File: config.mk
export PLATFORM = sky130hd
export DESIGN_NAME = mcperf_bank
export DESIGN_NICKNAME = d
export VERILOG_FILES = /design/src/rtl/mcperf_pkg.sv /design/src/rtl/mcperf_gate_fsm.sv /design/src/rtl/mcperf_ctr.sv /design/src/rtl/mcperf_decode.sv /design/src/rtl/mcperf_bank.sv
export SDC_FILE = /design/constraint.sdc
export NUM_CORES = 1
export LEC_CHECK = 0
export BUFFER_PORTS_ARGS = -buffer_cell sky130_fd_sc_hd__buf_2
export CAP_MARGIN = 20
export CORE_MARGIN = 5
export CORE_UTILIZATION = 60
export DETAILED_ROUTE_END_ITERATION = 7
export GPL_ROUTABILITY_DRIVEN = 0
export PLACE_DENSITY_LB_ADDON = 0.1
export SYNTH_ARGS = -nofsm -noshare
export SYNTH_HDL_FRONTEND = slang
export SYNTH_SLANG_ARGS = --single-unit
File: constraint.sdc
create_clock -name clk -period 5.9 [get_ports clk]
set_clock_uncertainty 0.1 [all_clocks]
set_input_delay 0 -clock clk [delete_from_list [all_inputs] [get_ports clk]]
set_output_delay 0 -clock clk [all_outputs]
set_load 0.01 [all_outputs]
File: src/rtl/mcperf_pkg.sv
package mcperf_pkg;

    localparam int EVT_W = 6;

    typedef enum logic [1:0] {
        ST_HALT   = 2'd0,
        ST_COUNT  = 2'd1,
        ST_FROZEN = 2'd2
    } gate_st_e;

    typedef struct packed {
        logic [7:0] sel;
        logic [7:0] pre;
        logic       en;
        logic       clr;
    } ctl_wr_t;

    // Event code to strobe; unimplemented codes never count.
    function automatic logic evt_pick(input logic [7:0] code,
                                      input logic [EVT_W-1:0] strb);
        logic hit;
        case (code)
            8'h00:   hit = 1'b1;
            8'h04:   hit = strb[0];
            8'h05:   hit = strb[1];
            8'h20:   hit = strb[2];
            8'h21:   hit = strb[3];
            8'h41:   hit = strb[4];
            8'h42:   hit = strb[5];
            default: hit = 1'b0;
        endcase
        return hit;
    endfunction

endpackage

File: src/rtl/mcperf_gate_fsm.sv
module mcperf_gate_fsm
    import mcperf_pkg::*;
(
    input  logic     clk,
    input  logic     rst_n,
    input  logic     en0_nxt_i,
    input  logic     clr0_act_i,
    input  logic     wrap0_i,
    output gate_st_e state_o,
    output logic     run_o
);

    gate_st_e st_q, st_d;

    always_ff @(posedge clk or negedge rst_n) begin
        if (!rst_n) st_q <= ST_HALT;
        else        st_q <= st_d;
    end

    always_comb begin
        st_d = st_q;
        unique case (st_q)
            ST_HALT:   st_d = en0_nxt_i ? ST_COUNT : ST_HALT;
            ST_COUNT: begin
                if (clr0_act_i)   st_d = en0_nxt_i ? ST_COUNT : ST_HALT;
                else if (wrap0_i) st_d = ST_FROZEN;
                else              st_d = en0_nxt_i ? ST_COUNT : ST_HALT;
            end
            ST_FROZEN: begin
                if (clr0_act_i)   st_d = en0_nxt_i ? ST_COUNT : ST_HALT;
            end
            default:   st_d = ST_HALT;
        endcase
    end

    always_comb begin
        state_o = st_q;
        run_o   = (st_q == ST_COUNT);
    end

endmodule

File: src/rtl/mcperf_ctr.sv
module mcperf_ctr
    import mcperf_pkg::*;
#(
    parameter int CNT_W       = 32,
    parameter int PRE_LSB     = 16,
    parameter bit PRELOAD_EN  = 1'b1,
    parameter bit IS_CYCLE    = 1'b0,
    parameter bit STOP_ON_OVF = 1'b1
) (
    input  logic             clk,
    input  logic             rst_n,
    input  logic             wr_i,
    input  ctl_wr_t          wfld_i,
    input  logic             run_i,
    input  logic             hit_i,
    output logic [31:0]      ctl_o,
    output logic [CNT_W-1:0] cnt_o,
    output logic             ovf_o,
    output logic             en_nxt_o,
    output logic             clr_act_o,
    output logic             wrap_o
);

    localparam bit HOLD_AT_MAX = STOP_ON_OVF && !IS_CYCLE;

    logic             en_q, clr_q, ovf_q;
    logic [7:0]       sel_q, pre_q;
    logic [CNT_W-1:0] cnt_q, pre_val;
    logic             inc, at_max, clr_act;

    always_comb begin
        pre_val = '0;
        if (PRELOAD_EN) pre_val[PRE_LSB +: 8] = wfld_i.pre;
    end

    generate
        if (IS_CYCLE) begin : g_cyc_clr
            assign clr_act = wr_i && wfld_i.clr && !clr_q;
        end else begin : g_evt_clr
            assign clr_act = wr_i && !wfld_i.clr;
        end
    endgenerate

    assign at_max = &cnt_q;
    assign inc    = run_i && en_q && hit_i && !(HOLD_AT_MAX && ovf_q);

    always_ff @(posedge clk or negedge rst_n) begin
        if (!rst_n) begin
            en_q  <= 1'b0;
            clr_q <= 1'b0;
            ovf_q <= 1'b0;
            sel_q <= '0;
            pre_q <= '0;
            cnt_q <= '0;
        end else begin
            if (wr_i) begin
                en_q  <= wfld_i.en;
                clr_q <= IS_CYCLE ? wfld_i.clr : 1'b1;
                sel_q <= wfld_i.sel;
                pre_q <= wfld_i.pre;
            end
            if (clr_act) begin
                cnt_q <= pre_val;
                ovf_q <= 1'b0;
            end else if (inc) begin
                if (at_max) ovf_q <= 1'b1;
                if (!(at_max && HOLD_AT_MAX)) cnt_q <= cnt_q + 1'b1;
            end
        end
    end

    assign ctl_o     = {sel_q, pre_q, 13'b0, en_q, clr_q, ovf_q};
    assign cnt_o     = cnt_q;
    assign ovf_o     = ovf_q;
    assign en_nxt_o  = wr_i ? wfld_i.en : en_q;
    assign clr_act_o = clr_act;
    assign wrap_o    = inc && at_max;

endmodule

File: src/rtl/mcperf_decode.sv
module mcperf_decode #(
    parameter int NUM_CTR = 4,
    parameter int ADDR_W  = 8,
    parameter int CNT_W   = 32
) (
    input  logic                          wr_en,
    input  logic [ADDR_W-1:0]             addr,
    input  logic [NUM_CTR-1:0][31:0]      ctl_i,
    input  logic [NUM_CTR-1:0][CNT_W-1:0] cnt_i,
    output logic [NUM_CTR-1:0]            wr_ctl_o,
    output logic [31:0]                   rdata
);

    localparam int CNT_BASE = 'h20;

    always_comb begin
        rdata    = '0;
        wr_ctl_o = '0;
        for (int n = 0; n < NUM_CTR; n++) begin
            if (addr == ADDR_W'(4 * n)) begin
                rdata       = ctl_i[n];
                wr_ctl_o[n] = wr_en;
            end
            if (addr == ADDR_W'(CNT_BASE + 4 * n)) begin
                rdata[CNT_W-1:0] = cnt_i[n];
            end
        end
    end

endmodule

File: src/rtl/mcperf_bank.sv
module mcperf_bank
    import mcperf_pkg::*;
#(
    parameter int NUM_CTR     = 4,
    parameter int ADDR_W      = 8,
    parameter int CNT_W       = 32,
    parameter int PRE_LSB     = 16,
    parameter bit PRELOAD_EN  = 1'b1,
    parameter bit STOP_ON_OVF = 1'b1
) (
    input  logic              clk,
    input  logic              rst_n,
    input  logic              wr_en,
    input  logic [ADDR_W-1:0] addr,
    input  logic [31:0]       wdata,
    output logic [31:0]       rdata,
    input  logic [EVT_W-1:0]  event_i,
    output logic              irq
);

    ctl_wr_t                       wfld;
    logic [NUM_CTR-1:0]            wr_ctl, hit_all, ovf_all;
    logic [NUM_CTR-1:0]            en_nxt_all, clr_act_all, wrap_all;
    logic [NUM_CTR-1:0][31:0]      ctl_all;
    logic [NUM_CTR-1:0][CNT_W-1:0] cnt_all;
    gate_st_e                      gate_st;
    logic                          run;

    assign wfld = '{sel: wdata[31:24], pre: wdata[23:16], en: wdata[2], clr: wdata[1]};

    logic unused_side;
    assign unused_side = ^{wdata[15:3], wdata[0], en_nxt_all[NUM_CTR-1:1],
                           clr_act_all[NUM_CTR-1:1], wrap_all[NUM_CTR-1:1]};

    mcperf_decode #(.NUM_CTR(NUM_CTR), .ADDR_W(ADDR_W), .CNT_W(CNT_W)) u_decode (
        .wr_en    (wr_en),
        .addr     (addr),
        .ctl_i    (ctl_all),
        .cnt_i    (cnt_all),
        .wr_ctl_o (wr_ctl),
        .rdata    (rdata)
    );

    mcperf_gate_fsm u_gate (
        .clk        (clk),
        .rst_n      (rst_n),
        .en0_nxt_i  (en_nxt_all[0]),
        .clr0_act_i (clr_act_all[0]),
        .wrap0_i    (wrap_all[0]),
        .state_o    (gate_st),
        .run_o      (run)
    );

    generate
        for (genvar n = 0; n < NUM_CTR; n++) begin : g_ctr
            if (n == 0) begin : g_hit_cyc
                assign hit_all[n] = 1'b1;
            end else begin : g_hit_evt
                assign hit_all[n] = evt_pick(ctl_all[n][31:24], event_i);
            end
            mcperf_ctr #(
                .CNT_W       (CNT_W),
                .PRE_LSB     (PRE_LSB),
                .PRELOAD_EN  (PRELOAD_EN),
                .IS_CYCLE    (n == 0),
                .STOP_ON_OVF (STOP_ON_OVF)
            ) u_ctr (
                .clk       (clk),
                .rst_n     (rst_n),
                .wr_i      (wr_ctl[n]),
                .wfld_i    (wfld),
                .run_i     (run),
                .hit_i     (hit_all[n]),
                .ctl_o     (ctl_all[n]),
                .cnt_o     (cnt_all[n]),
                .ovf_o     (ovf_all[n]),
                .en_nxt_o  (en_nxt_all[n]),
                .clr_act_o (clr_act_all[n]),
                .wrap_o    (wrap_all[n])
            );
        end
    endgenerate

    assign irq = ovf_all[0];

endmodule

==> results.md, run 1 <==
- Tightest Pin Transition: ~1.1 ns
- CTS sink cnt: between 200 and 250
- Worst Path Class, Setup: primary input to register
- Area delta synth->final: 13.1%
- R2r setup slk: 2.60 ns
- Drt initial violations: between 800 and 900
- Seq pwr share: a little under half
- Multi-input combinational cell area: 6400 sq um
- Commonest cells after routing, fill and taps aside: dfrtp_1 (206), nor2_1 (144), nand2_1 (108)
- Vias: about 10k
- First-pass DRT Iterations: 5
- Cell-internal power: ~2.4 mW
- Final period util: 63.1%
- Total congestion overflow: 0
- Commonest non-fill, non-tap cell in the layout: dfrtp_1
- Ys flop type: dfrtp_1
- Worst rel slew slack: 29.4%
- Wire per inst: 22.2 um
- Via/cell ratio: 6.40
- Die Y-Extent: 151 um
- Peak Freq: 269 MHz
- Layout Nets: 1301
- Ys Warns: 0
- Total power: around 3.2 mW
- Number of port buffers: 67
- Syn_nets: ~1.2k
- Power per cell area: roughly 240 nW/um^2
- Total GRT Usage: just over 30%
- First-pass GRT wire length: about 54000 um
- Drt total wl: between 30000 and 40000 um
- CP arrival: about 4.1 ns
- Clock Pin Slew Worst Setup and Hold Paths: roughly 0.060 ns
- Unrepaired setup endpoints after global routing: false
- Synthesized cell area: ~12000 sq um
- Worst hold path type: primary input to async pin
- Die area: around 23000 sq um
- Clk_lat worst skew: approximately 0.52 ns
- Number of synthesized register bits: ~200
- Layout cells sized above 1: between 20% and 30%
- Sw Ratio: approximately 24%
- ANT nets after route: 0
- Adder-cell share of the synthesized area: less than 1%
- Critical Path End Type: register
- Post-synthesis simple-gate area fraction: approximately a quarter
- Area occupied by registers: slightly above 5000 sq um
- Initial antenna violation count: 1
- H-tree lvl count: 1
- Max_cap viols: 0
- Hold Fails Final Rpt: 0
- Largest family of logic cells by synthesized area: simple AND/OR/NAND/NOR gates
- Post-synthesis compound-gate area fraction: under 10%
- Initial core utilization: 60.9%
- Cell Rows: 51
- Max Root-Sink Buffers: 3
- Post-synthesis sequential area ratio: 43.5%
- Vias in the first global route: about 9.5k
- Clock share of power: between 40% and 50%
- Die Wd: 151 um
- # DRC: 0
- Post-synth EDFFs: 0
- Mux contribution to synthesized area: between 10 and 15%
- Setup TNS: 0 ns
- Period minus WS final: approximately 3.7 ns
- Syn Area/Cell: 10.1 sq um
- Net Sw Power: between 0.7 and 0.8 mW
- Leak Pwr: ~5.8 nW
- Async set or reset register ratio after synthesis: 100%
- Status: completed
- Cts bufs inserted: 24
- # IOs: between 80 and 90
- Critical Path RT: approximately 6.3 ns
- CTS tree: built
- Combinational power share: 8.2%
- Core footprint: 19500 sq um
- Clock tree root buffer cell: clkbuf_16
- CP Max Fanout: 24
- Syn Inst Count: roughly 1.2k
- Crit path launch type: primary input
- Post-CTS Setup Bufs: 0
- Final Max Slew Viols: 0
- Final HPWL DP: roughly 24000 um
- Largest net degree at the start of global routing: 100
- Post-synthesis xor/xnor area fraction: around 8%
- Peak supply drop: roughly 0.22 mV
- Yosys cell types: 80
- Fill cell count: roughly 1.5k
- # setup viols final: 0
logic make-up (layout without fill, tap and decap cells):
kind of cell	Yosys count	count (layout)
xor+xnor	110	110
other cells	0	1
compound gates	128	128
buf+inv	76	168
fa+ha+maj	4	4
mux	121	121
simple gates	525	525
flops	206	206
power groups by stage:
stage	Combinational, mW	Sequential [mW]	Clock (mW)
after global routing	0.287	1.51	1.52
after floorplan	0.151	1.51	0
after CTS	0.263	1.50	1.45
final	0.263	1.51	1.43
after global placement	0.246	1.53	0
after detailed placement	0.251	1.53	0
worst max-delay path, stage by stage:
cell	delay, ns
buf_2	0.10
nor3_1	0.43
nand2_1	0.68
nor4_2	0.41
buf_4	0.36
nor2b_2	0.73
nand2_1	0.13
dlygate4sd3_1	0.60
o21ai_1	0.07
dlygate4sd3_1	0.56
state kept, by name, summed over array words and instances (netlist names):
signal,flops
g_ctr.u_ctr.cnt_o,128
g_ctr.u_ctr.pre_q,32
g_ctr.u_ctr.sel_q,32
g_ctr.u_ctr.clr_q,4
g_ctr.u_ctr.en_q,4
g_ctr.u_ctr.ovf_o,4
u_gate.state_o,2
repair_timing:
item,4_1_cts,5_1_grt
hold buffers,23,0
hold endpoints to repair,218,0
gates resized for setup,0,0
cell type report:
type	count	area share (%)
multi-input combinational	888	47.7
clock inverter	3	0.382
antenna	1	0.0187
sequential	206	38.4
clock buffer	37	5.22
inverter	24	0.672
tap	265	2.47
timing repair buffer	104	5.07
final timing paths:
| check | startpoint | to | depth (start not counted) |
|---|---|---|---|
| min in group clk | event_i[5] | g_ctr[1].u_ctr.ovf_o | 5 |
| worst max-delay path | addr[1] | g_ctr[1].u_ctr.cnt_o[18] | 10 |
| worst min register to register | g_ctr[3].u_ctr.clr_q | g_ctr[3].u_ctr.clr_q | 1 |
| worst max register to register | g_ctr[1].u_ctr.sel_q[2] | g_ctr[1].u_ctr.cnt_o[17] | 8 |
| worst min-delay path | rst_n | g_ctr[2].u_ctr.pre_q[7] | 2 |
| max in group asynchronous | rst_n | g_ctr[1].u_ctr.cnt_o[6] | 3 |
Yosys cell counts (all sizes together) (2+ instances only):
cell | n | area share, %
a211oi | 7 | 0.49
inv | 23 | 0.73
nor4 | 27 | 1.9
a21oi | 32 | 1.4
mux2 | 68 | 6.5
or2b | 3 | 0.20
or4 | 3 | 0.19
and2 | 6 | 0.32
o211ai | 2 | 0.13
nand2 | 108 | 3.4
o21ai | 47 | 2.0
o22ai | 6 | 0.32
and3 | 29 | 1.5
xnor2 | 61 | 4.5
mux2i | 23 | 1.9
nor4b | 5 | 0.53
nor3b | 7 | 0.44
ha | 4 | 0.42
o21a | 2 | 0.13
clkbuf | 29 | 1.1
and4b | 3 | 0.25
a2111oi | 3 | 0.43
nand3b | 4 | 0.25
o31ai | 2 | 0.13
buf | 23 | 0.99
nor2 | 145 | 4.6
or3 | 10 | 0.54
xor2 | 49 | 3.6
nand3 | 49 | 2.2
nor2b | 4 | 0.21
dfrtp | 206 | 43
o32ai | 2 | 0.21
nand4 | 61 | 3.6
nor3 | 37 | 2.0
a222oi | 13 | 1.1
o221ai | 2 | 0.20
mux4 | 30 | 5.7
a31o | 3 | 0.22
or2 | 6 | 0.32
nand2b | 5 | 0.26
and4 | 8 | 0.61
routing by layer:
metal	wire length [um]	vias to the layer above	GRT usage (%)	share of wire, %
li1	-	4420	-	-
met1	14400	4884	44.5	42
met2	15900	409	48.4	47
met3	2630	72	4.94	7.8
met4	974	0	8.48	2.9
met5	0	-	0	0
per-stage QoR:
step | cells | area, sq um | utilization, % | setup WS (ns) | hold WS [ns]
after floorplan | 1170 | 11900 | - | 3.60 | -0.396
after global placement | 1464 | 12400 | 63.9 | 2.39 | 0.0517
after detailed placement | 1464 | 12400 | 63.9 | 2.38 | 0.0541
after CTS | 1527 | 13400 | 68.9 | 2.23 | 0.0118
after global routing | 1528 | 13400 | 68.9 | 2.02 | 0.0545
final | 1528 | 13400 | 68.9 | 2.18 | 0.0296
Note: power is estimated with default switching activity, not from simulation.
==> run 2: changes to the inputs <==
Settings changed: ABC_AREA from default to 1, CORE_UTILIZATION 60 to 56.
Clock period 5.9 ns to 3.3 ns, I/O delays scaled along.
==> results.md, run 2 <==
- CTS tree: built
- # setup viols final: 0 (unchanged)
- Routed wl met3: 4350 um (+65%)
- CTS sink cnt: 206 (unchanged)
- Status: completed
- Vias: 15.0k (+53%)
- Clk_lat worst skew: 0.53 ns (about the same)
- Design area: 15700 sq um (+17%)
- Final period util: between 70% and 80%
- Synth top cells by count: nand2_1 (927), nor2_1 (278), inv_1 (212)
- Hold Path Stages: 7
- Setup TNS: 0 ns (unchanged)
- Syn Inst Count: 2262 (+93%)
- Layout Nets: 2376 (+83%)
- Tightest Pin Transition: 0.968 ns (-0.0883 ns)
- Yosys cell types: 34 (-57%)
- Peak supply drop: 0.360 mV (+61%)
- Critical Path End Type: register
- Top-count cell post-synth: nand2_1
- Total GRT Usage: 32.9% (+2.2 points)
- Number of port buffers: 67 (unchanged)
- Reg-to-Reg End: g_ctr[2].u_ctr.cnt_o[18]
- Async set or reset register ratio after synthesis: 100% (unchanged)
- Hold path start: addr[0]
- CP Max Fanout: 32 (+33%)
- Syn Area/Cell: 6.27 sq um (-38%)
- Reg2reg start: g_ctr[2].u_ctr.cnt_o[0]
- Cell accounting for the most synthesized area: dfrtp_1
- Worst hold path type: primary input to register
- Clock tree root buffer cell: clkbuf_16
- CTS resizes: 0 (unchanged)
- Initial antenna violation count: 0 (-1)
- Clock Pin Slew Worst Setup and Hold Paths: 0.06 ns (about the same)
- H-tree lvl count: 1 (unchanged)
- Power per cell area: 349 nW/um^2 (+46%)
- Met2 Wirelength: 21400 um (+35%)
- Number of synthesized register bits: 206 (unchanged)
- Synth area leaders: dfrtp_1 (36%), nand2_1 (25%), nor2_1 (7.4%), nand3_1 (6.5%), inv_1 (5.6%)
- Cts bufs inserted: 25 (+4.2%)
- Die Wd: 169 um (+12%)
- # DRC: 0 (unchanged)
- Commonest cells after routing, fill and taps aside: nand2_1 (927), nor2_1 (278), inv_1 (212)
- Total congestion overflow: 0 (unchanged)
- First-pass GRT wire length: 75500 um (+40%)
- Ys flop type: dfrtp_1
- Highest metal used: met4
- Final Max Slew Viols: 0 (unchanged)
- Largest register FFs: 128 (unchanged)
- Largest net degree at the start of global routing: 64 (-36%)
- Ys Warns: 0 (unchanged)
- Die area: 28600 sq um (+26%)
- R2r setup slk: 0.68 ns (-1.92 ns)
- Cts hold-fix bufs: 22 (-4.3%)
- Placed Instance Area: 14700 sq um (+19%)
- Vias in the first global route: 14.0k (+48%)
- First-pass DRT Iterations: 6 (+1)
- Crit path launch type: register
- Core footprint: 25000 sq um (+29%)
- Layout cells sized above 1: 6.88% (-14 points)
- Post-route met1 wirelength: 19400 um (+35%)
- Antenna Cells: 0 (-1)
- Period minus WS final: roughly 2.6 ns
- R2R cell count: 10 (+2)
- Hold Fails Final Rpt: 0 (unchanged)
- Leak Pwr: 7.46 nW (+29%)
- Worst Path Class, Setup: register to register
- # IOs: 82 (unchanged)
- Drt initial violations: 1842 (+110%)
- Worst rel slew slack: 35.3% (+5.9 points)
- Post-synthesis sequential area ratio: 36.3% (-7.1 points)
- Unrepaired setup endpoints after global routing: false
- Share of the synthesized area in the top cell type: 36.3% (-7.1 points)
- Die Y-Extent: 169 um (+12%)
- Max Root-Sink Buffers: 3 (unchanged)
- Peak Freq: approximately 380 MHz
- Final HPWL DP: 34900 um (+45%)
- Drt total wl: 47500 um (+40%)
- Commonest non-fill, non-tap cell in the layout: nand2_1
- Worst hold path endpoint: g_ctr[0].u_ctr.en_q
- Max_cap viols: 0 (unchanged)
- Synthesized cell area: 14200 sq um (+20%)
- Post-synth EDFFs: 0 (unchanged)
- Wire per inst: 17.8 um (-20%)
- Syn_nets: 2315 (+89%)
- Area delta synth->final: 10.9%
- Initial core utilization: 56.7% (-4.3 points)
- ANT nets after route: 0 (unchanged)
- Post-CTS Setup Bufs: 0 (unchanged)
- Via/cell ratio: 5.61 (-12%)
- Critical Path RT: 3.67 ns (-2.59 ns)
- CP arrival: 2.99 ns (-1.09 ns)
- Cell Rows: 58 (+14%)
## run 2: cell count changes in the layout (fill, tap and decap cells not counted), moves of 43 or more
cell,change
inv_1,+189
mux2_2,-68
nand2_1,+819
nand3_1,+136
nor2_1,+134
o21ai_0,+80
xnor2_1,-43
## run 2: cell families (layout without fill, tap and decap cells)
kind of cell	count (synthesis)	in the layout	synth area share [%]
simple gates	1523	1523	44.6
compound gates	175	175	6.70
buf+inv	299	378	8.57
fa+ha+maj	4	4	0.353
flops	206	206	36.3
xor+xnor	55	55	3.40
## run 2: stage by stage
stage                     power, mW  utilization (%)  std cells  hold slack (ns)  setup WS [ns]
after floorplan                2.78                -       2262           -0.396           1.32
after global placement         2.94             58.9       2604          -0.0574          0.679
after detailed placement       2.94             58.9       2604          -0.0613          0.599
after CTS                      5.52             62.8       2671            0.100          0.704
after global routing           5.67             62.8       2671            0.168          0.460
final                          5.49             62.8       2671            0.121          0.677
## run 2: how the worst max path moves through the flow
stage | from | to | slack [ns] | cells after the start
after floorplan | g_ctr[2].u_ctr.cnt_o[0] | g_ctr[2].u_ctr.cnt_o[2] | 1.32 | 10
final | g_ctr[2].u_ctr.cnt_o[0] | g_ctr[2].u_ctr.cnt_o[18] | 0.68 | 10
after global placement | addr[0] | g_ctr[1].u_ctr.cnt_o[11] | 0.68 | 13
after CTS | g_ctr[2].u_ctr.cnt_o[0] | g_ctr[2].u_ctr.cnt_o[18] | 0.70 | 10
after detailed placement | addr[0] | g_ctr[1].u_ctr.cnt_o[11] | 0.60 | 13
after global routing | g_ctr[2].u_ctr.cnt_o[0] | g_ctr[2].u_ctr.cnt_o[18] | 0.46 | 10
## run 2: critical path, cell delays in order, from the launching register on
cell	delay, ns
dfrtp_1	0.48
ha_1	0.30
inv_1	0.11
nor2_4	0.21
nand2_2	0.10
nor2_2	0.15
nor3b_2	0.25
nand2_2	0.28
nand2_4	0.40
nand2_1	0.11
nand2_1	0.07
## run 2: cell type report
type | instances | area, sq um
clock buffer | 39 | 718
clock inverter | 6 | 30.0
fill | 2396 | 9300
inverter | 219 | 822
multi-input combinational | 1757 | 7810
sequential | 206 | 5150
tap | 330 | 413
timing repair buffer | 114 | 783
## run 2: report_power, final
part           switching [mW]  total, mW  leakage [nW]  internal [mW]
registers              0.0449       2.62          2.83           2.58
clock network            1.08       2.56         0.372           1.48
logic                   0.210      0.309          4.26         0.0989
total                    1.33       5.49          7.46           4.16
## run 2: metal layers
layer  vias up  GRT usage [%]
li1       7228              -
met1      6958           44.5
met2       679           52.4
met3       129           6.20
met4         0           13.3
met5         -              0
